--- src/rtl/adc_seq_pkg.sv ---
package adc_seq_pkg;

    localparam int CH_W     = 5;
    localparam int RES_MAX  = 10;
    localparam int RES_LOW  = 8;
    localparam int RESULT_W = 16;

    typedef enum logic [2:0] {
        ST_IDLE,
        ST_LAUNCH,
        ST_CONV,
        ST_STEP,
        ST_PAUSE
    } seq_state_e;

    typedef enum logic [1:0] {
        MODE_SINGLE = 2'b00,
        MODE_CONT   = 2'b01,
        MODE_STEP   = 2'b10,
        MODE_SINGLE_ALT = 2'b11
    } scan_mode_e;

    typedef enum logic [1:0] {
        SRC_SOFT   = 2'b00,
        SRC_EXT    = 2'b01,
        SRC_TIMER  = 2'b10,
        SRC_EITHER = 2'b11
    } trig_src_e;

endpackage

--- src/rtl/adc_trig_sel.sv ---
module adc_trig_sel
    import adc_seq_pkg::*;
(
    input  logic       clk,
    input  logic       rst_n,
    input  logic [1:0] sel,
    input  logic       sw_start,
    input  logic       ext_pin,
    input  logic       tmr_pulse,
    output logic       start_evt
);

    logic ext_q;
    logic ext_rise;

    always_ff @(posedge clk) begin
        if (!rst_n) begin
            ext_q <= 1'b0;
        end else begin
            ext_q <= ext_pin;
        end
    end

    assign ext_rise = ext_pin & ~ext_q;

    always_comb begin
        unique case (trig_src_e'(sel))
            SRC_SOFT:   start_evt = sw_start;
            SRC_EXT:    start_evt = ext_rise;
            SRC_TIMER:  start_evt = tmr_pulse;
            SRC_EITHER: start_evt = ext_rise | tmr_pulse;
            default:    start_evt = 1'b0;
        endcase
    end

endmodule

--- src/rtl/adc_sar_core.sv ---
module adc_sar_core #(
    parameter int RES_MAX = 10,
    parameter int RES_LOW = 8
) (
    input  logic               clk,
    input  logic               rst_n,
    input  logic               go,
    input  logic               abort,
    input  logic               res_low,
    input  logic               cmp_hi,
    output logic [RES_MAX-1:0] trial,
    output logic               eoc,
    output logic [RES_MAX-1:0] value
);

    localparam int IW = $clog2(RES_MAX);
    localparam logic [IW-1:0] MSB_HI = IW'(RES_MAX - 1);
    localparam logic [IW-1:0] MSB_LO = IW'(RES_LOW - 1);
    localparam logic [RES_MAX-1:0] ONE = RES_MAX'(1);

    logic [RES_MAX-1:0] sar_q;
    logic [RES_MAX-1:0] sar_nxt;
    logic [IW-1:0]      idx_q;
    logic               active_q;
    logic [IW-1:0]      msb;

    assign msb   = res_low ? MSB_LO : MSB_HI;
    assign trial = sar_q;

    // decide the current trial bit and arm the next lower one
    always_comb begin
        sar_nxt = sar_q;
        if (cmp_hi) begin
            sar_nxt[idx_q] = 1'b0;
        end
        if (idx_q != '0) begin
            sar_nxt[idx_q - 1'b1] = 1'b1;
        end
    end

    always_ff @(posedge clk) begin
        if (!rst_n) begin
            sar_q    <= '0;
            idx_q    <= '0;
            active_q <= 1'b0;
            eoc      <= 1'b0;
            value    <= '0;
        end else begin
            eoc <= 1'b0;
            if (abort) begin
                active_q <= 1'b0;
                sar_q    <= '0;
            end else if (go) begin
                active_q <= 1'b1;
                sar_q    <= ONE << msb;
                idx_q    <= msb;
            end else if (active_q) begin
                sar_q <= sar_nxt;
                if (idx_q == '0) begin
                    active_q <= 1'b0;
                    eoc      <= 1'b1;
                    value    <= sar_nxt;
                end else begin
                    idx_q <= idx_q - 1'b1;
                end
            end
        end
    end

endmodule

--- src/rtl/adc_chan_next.sv ---
module adc_chan_next #(
    parameter int CH_W = 5
) (
    input  logic [CH_W-1:0] cur,
    input  logic [CH_W-1:0] first,
    input  logic [CH_W-1:0] last,
    output logic            at_last,
    output logic [CH_W-1:0] nxt
);

    assign at_last = (cur == last);
    assign nxt     = at_last ? first : cur + 1'b1;

endmodule

--- src/rtl/adc_scan_seq.sv ---
module adc_scan_seq
    import adc_seq_pkg::*;
(
    input  logic                clk,
    input  logic                rst_n,
    input  logic [1:0]          cfg_mode,
    input  logic                cfg_res8,
    input  logic [1:0]          cfg_trig_sel,
    input  logic [CH_W-1:0]     cfg_start_ch,
    input  logic [CH_W-1:0]     cfg_end_ch,
    input  logic                busy_wr,
    input  logic                busy_wdata,
    input  logic                ext_trig,
    input  logic                tmr_trig,
    input  logic                cmp_hi,
    input  logic                req_ack,
    output logic [CH_W-1:0]     ch_sel,
    output logic [RES_MAX-1:0]  dac_code,
    output logic [RESULT_W-1:0] result,
    output logic                done,
    output logic                busy,
    output logic                conv_req
);

    localparam int PAD_W = RESULT_W - CH_W - RES_MAX;

    seq_state_e state_q, state_d;

    logic               sw_start;
    logic               abort;
    logic               start_evt;
    logic               sar_go;
    logic               sar_eoc;
    logic [RES_MAX-1:0] sar_value;
    logic [CH_W-1:0]    ch_q;
    logic [CH_W-1:0]    ch_nxt;
    logic               ch_at_last;
    scan_mode_e         mode;

    assign mode     = scan_mode_e'(cfg_mode);
    assign sw_start = busy_wr & busy_wdata;
    assign abort    = busy_wr & ~busy_wdata;

    adc_trig_sel u_trig (
        .clk       (clk),
        .rst_n     (rst_n),
        .sel       (cfg_trig_sel),
        .sw_start  (sw_start),
        .ext_pin   (ext_trig),
        .tmr_pulse (tmr_trig),
        .start_evt (start_evt)
    );

    adc_sar_core #(
        .RES_MAX (RES_MAX),
        .RES_LOW (RES_LOW)
    ) u_sar (
        .clk     (clk),
        .rst_n   (rst_n),
        .go      (sar_go),
        .abort   (abort),
        .res_low (cfg_res8),
        .cmp_hi  (cmp_hi),
        .trial   (dac_code),
        .eoc     (sar_eoc),
        .value   (sar_value)
    );

    adc_chan_next #(
        .CH_W (CH_W)
    ) u_next (
        .cur     (ch_q),
        .first   (cfg_start_ch),
        .last    (cfg_end_ch),
        .at_last (ch_at_last),
        .nxt     (ch_nxt)
    );

    // state register
    always_ff @(posedge clk) begin
        if (!rst_n) begin
            state_q <= ST_IDLE;
        end else begin
            state_q <= state_d;
        end
    end

    // next-state decision
    always_comb begin
        state_d = state_q;
        unique case (state_q)
            ST_IDLE: begin
                if (start_evt) state_d = ST_LAUNCH;
            end
            ST_LAUNCH: begin
                state_d = ST_CONV;
            end
            ST_CONV: begin
                if (sar_eoc) state_d = ST_STEP;
            end
            ST_STEP: begin
                if (mode == MODE_STEP) begin
                    state_d = ST_PAUSE;
                end else if (ch_at_last &&
                             (mode == MODE_SINGLE || mode == MODE_SINGLE_ALT)) begin
                    state_d = ST_IDLE;
                end else begin
                    state_d = ST_LAUNCH;
                end
            end
            ST_PAUSE: begin
                if (start_evt) state_d = ST_LAUNCH;
            end
            default: state_d = ST_IDLE;
        endcase
        if (abort && state_q != ST_IDLE) begin
            state_d = ST_IDLE;
        end
    end

    assign sar_go = (state_q == ST_LAUNCH) && !abort;
    assign busy   = (state_q != ST_IDLE);
    assign ch_sel = ch_q;

    // registered outputs: channel pointer, result word, done pulse, request
    always_ff @(posedge clk) begin
        if (!rst_n) begin
            ch_q     <= '0;
            result   <= '0;
            done     <= 1'b0;
            conv_req <= 1'b0;
        end else begin
            done <= 1'b0;
            if (state_q == ST_IDLE && start_evt) begin
                ch_q <= cfg_start_ch;
            end
            if (state_q == ST_STEP && !abort) begin
                ch_q <= ch_nxt;
            end
            if (state_q == ST_CONV && sar_eoc && !abort) begin
                result   <= {ch_q, {PAD_W{1'b0}}, sar_value};
                done     <= 1'b1;
                conv_req <= 1'b1;
            end else if (req_ack) begin
                conv_req <= 1'b0;
            end
        end
    end

endmodule

--- config.mk ---
export PLATFORM = sky130hd
export DESIGN_NAME = adc_scan_seq
export DESIGN_NICKNAME = d
export VERILOG_FILES = /design/src/rtl/adc_seq_pkg.sv /design/src/rtl/adc_trig_sel.sv /design/src/rtl/adc_sar_core.sv /design/src/rtl/adc_chan_next.sv /design/src/rtl/adc_scan_seq.sv
export SDC_FILE = /design/constraint.sdc
export NUM_CORES = 1
export LEC_CHECK = 0
export BUFFER_PORTS_ARGS = -buffer_cell sky130_fd_sc_hd__buf_2
export CAP_MARGIN = 10
export CELL_PAD_IN_SITES_DETAIL_PLACEMENT = 0
export CELL_PAD_IN_SITES_GLOBAL_PLACEMENT = 1
export CORE_MARGIN = 8
export CORE_UTILIZATION = 35
export DETAILED_ROUTE_END_ITERATION = 8
export PLACE_DENSITY_LB_ADDON = 0.1
export SLEW_MARGIN = 40
export SYNTH_ARGS = -nofsm -noshare
export SYNTH_HDL_FRONTEND = slang
export SYNTH_HIERARCHICAL = 1
export SYNTH_SLANG_ARGS = --single-unit
--- constraint.sdc ---
create_clock -name clk -period 2.27 [get_ports clk]
set_input_delay 0.454 -clock clk [delete_from_list [all_inputs] [get_ports clk]]
set_output_delay 0.454 -clock clk [all_outputs]
set_load 0.01 [all_outputs]
==> flow_summary.ini <==
[run_status]
outcome = finished, final reports clean

[setup_path]
crit_slowest_cell = dfxtp_1
crit_path_end_kind = register
crit_path_cell_trace = inv_1 > ha_1 > nor4b_2 > nor3_2 > o211ai_1 > o211a_1
worstPathArrival_ps = 2180
cp.required_ps = 2480
path_max_fanout = 11
path_class = register to register
r2r-end = u_sar/idx_q[1]
worst_r2r_path_depth = 6
path_delay_family = simple AND/OR/NAND/NOR gates
regToRegSetupSlack_ps = 300
cp-start-kind = register
r2r_start = u_sar/idx_q[0]
path_buf_inv = 1
max_stage_delay_ps = 490

[clock_network]
holdBufCountCts = 0
cts_htree_levels = 2
cts_buffers = 5
cts_resized = 0
cts_root_buf = clkbuf_8
post_cts_buffers = 0
cts_buffer_depth = 2
cts_tree = built
insertion_delay_ps = 300
cts.sinks = 52
clkTransAtPathRegs_ps = 100

[timing]
setup_viol = 0
fin_crit_ps = 1970
fin_ws_ps = 297
whs_ps = 359
slew_violations = 0
tightest_slew_ps = 594
max_freq_mhz = 507
period_share_pct = 86.9
hold_viol = 0
slew_headroom_pct = 60.3
tns_ps = 0
finalClockSkew_ps = 2.47
grt_setup_unrepaired = no

[placed_design]
port_buffers = 55
dp.cells = 465
dp_slack_ps = 175
dp_hpwl_um = 5230
gp_congestion = 0.830

[finish]
syn2layout_area_growth_pct = 16.4
antenna_cells = 0
nFillCells = 830
drive_gt1_share_pct = 25.9
multiInputGateArea_mm2 = 0.00148
seq_area_mm2 = 0.00104
nets = 401
final_cells = 473

[synthesis]
netlist_instances = 314
synth_cell_types = 64
synth-seq-area-share_pct = 38.3
synth_nets = 345
yosys_register_bits = 52
syn_avg_cell_area_um2 = 8.65
synth_area_leaders = dfxtp_1 38%, nand2_1 7.1%, a21oi_1 6.8%, ha_1 3.7%, o21ai_1 2.6%
synth_ff_type = dfxtp_1
synth_warnings = 6
synth_top_area_share_pct = 38.3
yosys.area.top_type = dfxtp_1
synth_area_mm2 = 0.00272
synth_edf_count = 0
synth-async-reset-ratio_pct = 0

[detailed_routing]
wl_um = 6870
wl_per_cell_um = 14.5
drtAntennaViolNets = 0
vias = 2350
vias_per_cell = 4.97
first_iter_violations = 129
drc_errors = 0
drtPass1Iterations = 4

[floorplan]
num_rows = 32
die_y_um = 104
start_util_pct = 35.7
die_w_um = 104
pin_count = 57
dieArea_mm2 = 0.0108
design.core.area_mm2 = 0.00761

[grt]
grt_first_pass_wirelength_um = 11600
grt_max_degree = 21
antenna_found_initial = 0
grt_use_total_pct = 12.7
grt-ovfl-total = 0
grt_pass1_vias = 2369

[hold_path]
hold_depth = 2
min-delay-path-class = primary input to register
worstHoldEndpoint = u_trig/ext_q
min_from = ext_trig

[power_and_ir_drop]
p_per_area_mw_per_mm2 = 574
finalPower_mw = 1.81
power.leakage_nw = 1.33
vdd_ir_drop_max_uv = 212

[flow_run]
drv_cap = 0
## metrics by stage
stage                     area [um2]  util (%)
final                           3160      41.5
after global routing            3160      41.5
after CTS                       3160      41.5
after detailed placement        3070      40.4
after global placement          3070      40.4
after floorplan                 2720         -
## registers in the layout (all words and copies together) (netlist names)
signal          flops
state_q             3
u_sar/trial        10
u_sar/value        10
u_sar/idx_q         4
u_trig/ext_q        1
ch_sel              5
conv_req            1
u_sar/eoc           1
done                1
u_sar/active_q      1
result             15
## worst max path at each step
stage,from,to,slack [ps],cells past startpoint
global route,u_sar/idx_q[0],u_sar/idx_q[1],110,6
floorplan,busy_wr,u_sar/idx_q[1],390,8
finish,u_sar/idx_q[0],u_sar/idx_q[1],300,6
detailed placement,cfg_end_ch[1],ch_sel[1],170,8
global placement,cfg_end_ch[2],ch_sel[1],200,8
CTS,u_sar/idx_q[0],u_sar/idx_q[1],290,6
## metal layers
layer | GRT usage, % | share of wire (%) | up-vias
met5 | 0 | 0 | -
met4 | 4.24 | 0.42 | 0
met3 | 3.41 | 4.3 | 2
met2 | 20.2 | 46 | 36
met1 | 16.1 | 50 | 1096
li1 | - | - | 1216
## final cells by class
class,instances,area share (%)
clock buffer,5,2.18
clock inverter,3,0.673
inverter,9,1.07
multi-input combinational,232,46.8
sequential,52,32.9
tap,102,4.04
timing repair buffer,70,12.3
## Yosys cell counts, drive strengths merged, types with 6 or more instances
cell type / count
nor2: 8
ha: 8
buf: 16
dfxtp: 52
o21ai: 22
nor3: 6
xnor2: 7
a21oi: 37
a31oi: 8
o22ai: 7
nand2b: 8
inv: 9
a21boi: 8
nand2: 52
## cell usage in the layout, fill, tap and decap left out, types with 2 or more instances in the layout
cell	instances
buf_2	55
dfxtp_1	52
nand2_1	51
a21oi_1	37
buf_4	15
o21ai_1	14
inv_1	8
ha_1	8
nor2_1	8
a31oi_1	8
o21ai_0	8
nand2b_1	7
xnor2_1	7
o22ai_1	6
nor3_1	5
clkbuf_8	5
nand3b_1	4
a21boi_0	4
nand3_1	4
xor2_1	4
a22oi_1	3
and2_1	3
mux2_4	3
a21boi_1	3
or3_1	2
a211oi_1	2
mux2i_1	2
o31ai_1	2
nand4b_1	2
nor2b_1	2
o211a_1	2
and3b_1	2
o22a_1	2
## report_power, final
part	switching [mW]	internal (mW)	leakage [nW]
Combinational	0.164	0.140	0.868
Sequential	0.0258	0.935	0.420
Clock	0.330	0.220	0.0445
## cell families after synthesis
family / count (synthesis) / share of synthesized area [%]
AOI/OAI and AO/OA: 101 / 22.8
DFF: 52 / 38.3
muxes: 6 / 2.81
adders and majority gates: 8 / 3.69
buffers and inverters: 30 / 7.14
xor gates and xnor gates: 11 / 3.55
and+or+nand+nor: 105 / 21.6
other: 1 / 0.138
Power figures use the tool's default switching activity.
